$ cat src/rtl/agu_pkg.sv
package agu_pkg;

   typedef enum logic [1:0] {
      SZ_BYTE = 2'b00,
      SZ_HALF = 2'b01,
      SZ_WORD = 2'b10,
      SZ_WRSV = 2'b11
   } acc_size_e;

   localparam int WORD_BYTES = 4;
   localparam int HALF_BYTES = 2;

endpackage

$ cat src/rtl/agu_offset_unit.sv
module agu_offset_unit #(
   parameter int ADDR_W = 32,
   parameter int IMM_W  = 12
) (
   input  logic [ADDR_W-1:0] base_val,
   input  logic [ADDR_W-1:0] reg_off,
   input  logic [IMM_W-1:0]  imm_off,
   input  logic              off_is_reg,
   input  logic              off_sub,
   input  logic              pre_index,
   output logic [ADDR_W-1:0] mod_base,
   output logic [ADDR_W-1:0] acc_addr
);

   initial begin
      if (IMM_W < 1 || IMM_W > ADDR_W)
         $error("agu_offset_unit: IMM_W must be 1..ADDR_W");
   end

   logic [ADDR_W-1:0] imm_ext;
   logic [ADDR_W-1:0] off_val;

   generate
      if (IMM_W == ADDR_W) begin : g_imm_full
         assign imm_ext = imm_off;
      end else begin : g_imm_pad
         assign imm_ext = {{(ADDR_W-IMM_W){1'b0}}, imm_off};
      end
   endgenerate

   always_comb begin
      off_val  = off_is_reg ? reg_off : imm_ext;
      mod_base = off_sub ? (base_val - off_val) : (base_val + off_val);
      acc_addr = pre_index ? mod_base : base_val;
   end

endmodule

$ cat src/rtl/agu_lane_decode.sv
module agu_lane_decode
   import agu_pkg::*;
#(
   parameter int LANES = 4,
   localparam int LB   = $clog2(LANES)
) (
   input  logic [LB-1:0]    addr_lo,
   input  logic [1:0]       size_code,
   output logic [LANES-1:0] lanes,
   output logic             misaligned
);

   initial begin
      if (LANES < WORD_BYTES || (1 << LB) != LANES)
         $error("agu_lane_decode: LANES must be a power of two of at least 4");
   end

   acc_size_e sz;
   assign sz = acc_size_e'(size_code);

   always_comb begin
      unique case (sz)
         SZ_BYTE: misaligned = 1'b0;
         SZ_HALF: misaligned = addr_lo[0];
         default: misaligned = (addr_lo[1:0] != 2'b00);
      endcase
   end

   for (genvar i = 0; i < LANES; i++) begin : g_lane
      logic hit_b, hit_h, hit_w;
      assign hit_b = (addr_lo == LB'(i));
      assign hit_h = ((addr_lo >> 1) == LB'(i / HALF_BYTES));
      assign hit_w = ((addr_lo >> 2) == LB'(i / WORD_BYTES));
      always_comb begin
         unique case (sz)
            SZ_BYTE: lanes[i] = hit_b;
            SZ_HALF: lanes[i] = hit_h & ~misaligned;
            default: lanes[i] = hit_w & ~misaligned;
         endcase
      end
   end

endmodule

$ cat src/rtl/agu_ls_top.sv
module agu_ls_top
   import agu_pkg::*;
#(
   parameter int ADDR_W     = 32,
   parameter int IMM_W      = 12,
   parameter int DATA_BYTES = 4,
   localparam int LB        = $clog2(DATA_BYTES)
) (
   input  logic                  clk,
   input  logic                  rst_n,
   input  logic                  req_valid,
   input  logic [ADDR_W-1:0]     base_val,
   input  logic [ADDR_W-1:0]     reg_off,
   input  logic [IMM_W-1:0]      imm_off,
   input  logic                  off_is_reg,
   input  logic                  off_sub,
   input  logic                  pre_index,
   input  logic                  wb_req,
   input  logic [1:0]            acc_size,
   output logic                  rsp_valid,
   output logic [ADDR_W-1:0]     mem_addr,
   output logic [ADDR_W-1:0]     new_base,
   output logic                  wb_strobe,
   output logic [DATA_BYTES-1:0] lane_en,
   output logic                  align_err
);

   initial begin
      if (ADDR_W < LB + 1)
         $error("agu_ls_top: ADDR_W too small for DATA_BYTES");
   end

   logic [ADDR_W-1:0]     mod_base;
   logic [ADDR_W-1:0]     acc_addr;
   logic [DATA_BYTES-1:0] lanes;
   logic                  mis;
   logic                  wb_want;

   agu_offset_unit #(.ADDR_W(ADDR_W), .IMM_W(IMM_W)) u_off (
      .base_val  (base_val),
      .reg_off   (reg_off),
      .imm_off   (imm_off),
      .off_is_reg(off_is_reg),
      .off_sub   (off_sub),
      .pre_index (pre_index),
      .mod_base  (mod_base),
      .acc_addr  (acc_addr)
   );

   agu_lane_decode #(.LANES(DATA_BYTES)) u_lane (
      .addr_lo   (acc_addr[LB-1:0]),
      .size_code (acc_size),
      .lanes     (lanes),
      .misaligned(mis)
   );

   assign wb_want = (~pre_index | wb_req) & ~mis;

   always_ff @(posedge clk or negedge rst_n) begin
      if (!rst_n) begin
         rsp_valid <= 1'b0;
         mem_addr  <= '0;
         new_base  <= '0;
         wb_strobe <= 1'b0;
         lane_en   <= '0;
         align_err <= 1'b0;
      end else begin
         rsp_valid <= req_valid;
         wb_strobe <= req_valid & wb_want;
         align_err <= req_valid & mis;
         lane_en   <= req_valid ? lanes : '0;
         if (req_valid) begin
            mem_addr <= acc_addr;
            new_base <= mod_base;
         end
      end
   end

   // one-cycle registered latency
   p_lat_hi_r1: assert property (@(posedge clk) disable iff (!rst_n)
      req_valid |=> rsp_valid);
   p_lat_lo_r1: assert property (@(posedge clk) disable iff (!rst_n)
      !req_valid |=> !rsp_valid);
   // index-after uses the unmodified base
   p_post_addr_r4: assert property (@(posedge clk) disable iff (!rst_n)
      req_valid && !pre_index |=> mem_addr == $past(base_val));
   // index-after always writes back when aligned
   p_post_wb_r6: assert property (@(posedge clk) disable iff (!rst_n)
      req_valid && !pre_index && !mis |=> wb_strobe);
   p_pre_nowb_r6: assert property (@(posedge clk) disable iff (!rst_n)
      req_valid && pre_index && !wb_req |=> !wb_strobe);
   // byte access enables exactly one lane
   p_byte_lane_r7: assert property (@(posedge clk) disable iff (!rst_n)
      req_valid && acc_size == SZ_BYTE |=> $countones(lane_en) == 1);
   // misalignment pulses error, blocks writeback and lanes
   p_mis_block_r8: assert property (@(posedge clk) disable iff (!rst_n)
      req_valid && mis |=> align_err && !wb_strobe && lane_en == '0);
   // nothing strobes without a result
   p_idle_quiet_r9: assert property (@(posedge clk) disable iff (!rst_n)
      !rsp_valid |-> !wb_strobe && !align_err && lane_en == '0);

endmodule

$ cat config.mk
export PLATFORM = sky130hd
export DESIGN_NAME = agu_ls_top
export DESIGN_NICKNAME = d
export VERILOG_FILES = /design/src/rtl/agu_pkg.sv /design/src/rtl/agu_offset_unit.sv /design/src/rtl/agu_lane_decode.sv /design/src/rtl/agu_ls_top.sv
export SDC_FILE = /design/constraint.sdc
export NUM_CORES = 1
export LEC_CHECK = 0
export BUFFER_PORTS_ARGS = -buffer_cell sky130_fd_sc_hd__buf_2
export CAP_MARGIN = 15
export CORE_UTILIZATION = 55
export DETAILED_ROUTE_END_ITERATION = 10
export GPL_ROUTABILITY_DRIVEN = 0
export PLACE_DENSITY_LB_ADDON = 0.25
export SLEW_MARGIN = 20
export SYNTH_ARGS = -nofsm -noshare
export SYNTH_HDL_FRONTEND = slang
export SYNTH_HIERARCHICAL = 1
export SYNTH_SLANG_ARGS = --single-unit
$ cat constraint.sdc
create_clock -name clk -period 1.1 [get_ports clk]
set_clock_uncertainty 0.15 [all_clocks]
set_input_delay 0.055 -clock clk [delete_from_list [all_inputs] [get_ports clk]]
set_output_delay 0.055 -clock clk [all_outputs]
set_load 0.1 [all_outputs]
==> results of run 1 <==
## stage by stage
step	setup slack, ps	cells	cell area [sq um]	utilization [%]	hold WS, ps
after floorplan	-3140	649	6700	-	-391
after global placement	-3040	1132	10100	92.4	-214
after detailed placement	-3620	1132	10100	92.4	-201
## cell families after synthesis
family	share of synthesized area [%]
multiplexers	22.2
AO/OA/AOI/OAI	15.7
flip-flops	28.3
buffers and inverters	4.85
adder cells (fa/ha/maj)	6.71
AND/OR/NAND/NOR	15.5
XOR/XNOR	6.71
## synthesized netlist by cell type, types with 5 or more instances
cell / number
dfrtp_1: 71
nand3_1: 10
nor3_1: 22
and3_1: 10
mux2_4: 64
o21ai_1: 7
a31oi_1: 7
xnor2_1: 23
nor2b_1: 5
a21oi_1: 58
mux2_2: 27
ha_1: 32
nand2_1: 38
mux2i_1: 11
nand4_1: 7
inv_1: 19
clkbuf_1: 10
o311ai_0: 5
nor3b_1: 8
buf_12: 6
nand2b_1: 7
o21bai_1: 8
nor4_1: 6
o21ai_0: 30
and2_1: 9
xor2_1: 25
nor2_1: 57
==> results.py, run 1 <==
metrics = {
    "clock_tree": {
        "cts.sinks": 71,
        "postCtsSetupBuffers": 92,
        "clock_tree.root_cell": "clkbuf_16",
        "clockBufferDepth": 2,
        "cts_buffers": 9,
        "cts_resized": 292,
        "cts_hold_buf": 5,
        "ctsHtreeMaxLevel": 3,
    },
    "placement": {
        "io_buffers": 155,
        "hpwl_mm": 20.9,
    },
    "run_status": {
        "status": "stopped before the end",
        "stop_error": "[ERROR DPL-0038] Utilization greater than 100%, impossible to legalize",
        "flow.stopped_at": "clock tree synthesis (4_1_cts)",
    },
    "synthesis": {
        "syn_area_sq_um": 6270,
        "avgSynthCellArea_sq_um": 9.66,
        "synth_nets": 767,
        "ys_seq_area_share_pct": 28.3,
        "ys_warn_count": 6,
        "synth.largest_area_cell": "dfrtp_1",
        "syn_inst": 649,
        "synth_ff_type": "dfrtp_1",
        "netlist_top_cells_area": "dfrtp_1, mux2_4, ha_1",
        "yosysUniqueCellTypes": 67,
        "async_reset_ff_share_pct": 100,
        "synth-edff-count": 0,
        "ys_ff_latch": 71,
        "synth_top_area_share_pct": 28.3,
    },
    "floorplanning": {
        "initial_core_util_pct": 57.1,
        "row_count": 38,
        "pin_count": 156,
        "die_w_microns": 109,
        "die_h_microns": 109,
    },
}
==> run 2, diff against run 1 <==
- CORE_UTILIZATION: 55 -> 40
- PLACE_DENSITY_LB_ADDON: 0.25 -> 0.15
==> run 2 against run 1 <==
Net effect:
- the flow now finishes, with violations (negative hold slack, negative setup slack)
- synthesized cell count is the same
- synthesized area unchanged
==> results.py, run 2 <==
metrics = {
    "run_status": {
        "status": "finished, violations left",
        "violations": "negative hold slack, negative setup slack",
    },
    "synthesis": {
        "syn_inst": 649,
        "ys_warn_count": 6,
        "synth_xor_area_share_pct": 6.71,
        "synth_nets": 767,
        "synth.largest_area_cell": "dfrtp_1",
        "synth_top_family_by_area": "multiplexers",
        "ys_top_cells_by_count": "dfrtp_1, mux2_4, a21oi_1",
        "synth_ff_type": "dfrtp_1",
        "netlist_top_cells_area": "dfrtp_1, mux2_4, ha_1",
        "ys_seq_area_share_pct": 28.3,
        "yosysUniqueCellTypes": 67,
        "synth-compound-area-share_pct": 15.7,
        "avgSynthCellArea_sq_um": 9.66,
        "syn_area_sq_um": 6270,
        "async_reset_ff_share_pct": 100,
        "synth-edff-count": 0,
        "synth-simple-area-share_pct": 15.5,
        "synth_mux_area_share_pct": 22.2,
        "yosysMostFrequentCell": "dfrtp_1",
        "synth_top_area_share_pct": 28.3,
        "ys_ff_latch": 71,
        "yosys.area_share.adder_pct": 6.71,
    },
    "global_routing": {
        "grtUsageTotal_pct": 28.4,
        "overflow": 0,
        "grt_start_max_net_pins": 35,
        "first_global_vias": 7282,
        "grt_pass1_wl_mm": 36.1,
        "antenna_found_initial": 0,
    },
    "clock_tree": {
        "clockBufferDepth": 2,
        "cts_tree": "yes",
        "clock_tree.root_cell": "clkbuf_16",
        "ctsHtreeMaxLevel": 3,
        "clkTransAtPathRegs_ps": 60,
        "clk_latency_ps": 350,
        "cts.sinks": 71,
        "cts_hold_buf": 6,
        "cts_buffers": 9,
    },
    "cells_and_area": {
        "reg_top3": "mem_addr (32), new_base (32), lane_en (4)",
        "multiInputGateArea_sq_um": 5440,
        "final_layout_size_suffix_gt1_share_pct": 72.9,
        "final_cell_mix": "buf_4, buf_2, buf_12",
        "areaGrowthSynthToFinish_pct": 94.8,
        "finalNonFillerCells": 1287,
        "nFillCells": 823,
        "nets": 1189,
        "layout_commonest_cell": "buf_4",
        "seq_area_sq_um": 1860,
        "fin_area_sq_um": 12200,
        "antenna_cells": 0,
    },
    "timing": {
        "hold_violations": 31,
        "hold_slack_ps": -55.3,
        "finalMaxSlewViolations": 0,
        "fin_ws_ps": -2690,
        "min_period_ps": 3790,
        "fin_crit_sh_pct": 345,
        "slew_headroom_pct": 56.0,
        "tns_ps": -140870,
        "clock.fmax_ghz": 0.264,
        "setup_viol": 141,
        "tightest_slew_ps": 653,
        "rsz0062_at_grt": "true",
    },
    "worst_setup_path": {
        "r2r_cells": 2,
        "crit_cells": 20,
        "critPathMaxStageDelay_ps": 440,
        "path_delay_family": "simple AND/OR/NAND/NOR gates",
        "timing.critical_path.mode_cell": "buf_4",
        "timing.rr.end": "mem_addr[4]$_DFFE_PN0P_",
        "critPathLaunch": "off_is_reg",
        "cp_max_fo": 7,
        "crit_buf_inv": 5,
        "reg2reg_slack_ps": 0,
        "r2r-start": "mem_addr[4]$_DFFE_PN0P_",
        "critPathCaptureType": "flip-flop",
        "slowest_stage": "a211oi_1",
        "cp.required_ps": 1180,
        "arrival_ps": 3880,
        "cp_cell_sequence": "buf_12 > buf_4 > nor3_2 > a22oi_2 > nor4_4 > buf_4 > a21oi_1 > nand3_1 > o311ai_2 > ha_1 > buf_6 > and3_4 > nand2_2 > nor4b_4 > buf_4 > nor2b_1 > a211oi_1 > and3_1 > o31ai_1 > mux2_4",
        "crit_end": "mem_addr[28]$_DFFE_PN0P_",
        "start_kind": "input pin",
        "path_class": "input pin to flip-flop",
    },
    "detailed_routing": {
        "drtAntennaViolNets": 0,
        "via_per_inst": 5.71,
        "wl_met3_mm": 1.75,
        "wl_mm": 26.5,
        "drt_iter0_drc": 600,
        "num_vias": 7343,
        "drcViolationCount": 0,
        "met2WireLength_mm": 13.1,
        "drt_first_pass_iters": 5,
        "drt-met1-wl_mm": 9.95,
        "post_drt_wl_per_cell_microns": 20.6,
        "routed.top_layer": "met4",
    },
    "floorplanning": {
        "die_area_sq_um": 16200,
        "row_count": 45,
        "initial_core_util_pct": 41.1,
        "die_w_microns": 127,
        "die_h_microns": 127,
        "pin_count": 156,
        "coreArea_sq_um": 15300,
    },
    "pwr": {
        "p_leak_nw": 5.60,
        "p_per_area_nw_per_um2": 2010,
        "ir_worst_vdd_v": 0.00175,
        "fin_total_pwr_mw": 24.5,
    },
    "min_path": {
        "min_path_type": "input pin to flip-flop",
    },
    "run": {
        "cap_violations": 0,
    },
    "placement": {
        "hpwl_mm": 16.7,
        "dpl_cell_area_sq_um": 10200,
        "placedCellCount": 1201,
        "io_buffers": 155,
        "dp_worst_setup_slack_ps": -3400,
    },
}
## run 2: how the worst min path moves through the flow
stage	slack, ps	from	cells after the start	end
global placement	-230	rst_n	1	new_base[13]$_DFFE_PN0P_
finish	-60	base_val[29]	3	mem_addr[29]$_DFFE_PN0P_
global route	-60	base_val[25]	3	mem_addr[25]$_DFFE_PN0P_
floorplan	-390	rst_n	0	align_err$_DFF_PN0_
detailed placement	-230	rst_n	1	mem_addr[13]$_DFFE_PN0P_
CTS	-60	base_val[29]	3	mem_addr[29]$_DFFE_PN0P_
## run 2: repair_timing
action | CTS | global route
pin swaps | 62 | 60
endpoints found under the hold margin | 99 | 30
buffers inserted | 44 | 20
cloned | 1 | 1
gates resized for setup | 115 | 117
setup endpoints to repair | 141 | 141
## run 2: worst min-delay path, stage by stage
cell and delay (ps):
buf_2 90, mux2_2 140, mux2_4 130
## run 2: area by class of cell
cell class,count,share of cell area (%)
clock inverter,3,0.143
timing repair buffer,438,35.1
inverter,20,0.615
tap,211,2.16
sequential,71,15.2
multi-input combinational,531,44.6
clock buffer,13,2.21
## run 2: per-layer routing
| layer | global-route usage, % | up-vias |
|---|---|---|
| li1 | - | 3218 |
| met1 | 34.4 | 3545 |
| met2 | 49.1 | 426 |
| met3 | 5.49 | 154 |
| met4 | 11.9 | 0 |
| met5 | 0 | - |
## run 2: report_power, final
part	leakage [nW]	switching, mW	internal, mW
combinational	4.68	9.59	7.62
clock	0.142	1.16	1.70
sequential	0.776	0.896	3.54
total	5.60	11.7	12.9
## run 2: cells by family after synthesis
family / after synthesis
AO/OA/AOI/OAI: 155
XOR/XNOR: 48
adder cells (fa/ha/maj): 33
buffers and inverters: 47
flip-flops: 71
multiplexers: 103
AND/OR/NAND/NOR: 192
## run 2: through the flow
step / utilization (%) / hold WS, ps
final: 80.0 / -55.3
after detailed placement: 67.0 / -226
after CTS: 74.9 / -62.3
after global routing: 80.0 / -57.3
after floorplan: - / -391
after global placement: 67.0 / -233
Note: power is estimated with default switching activity, not from simulation.
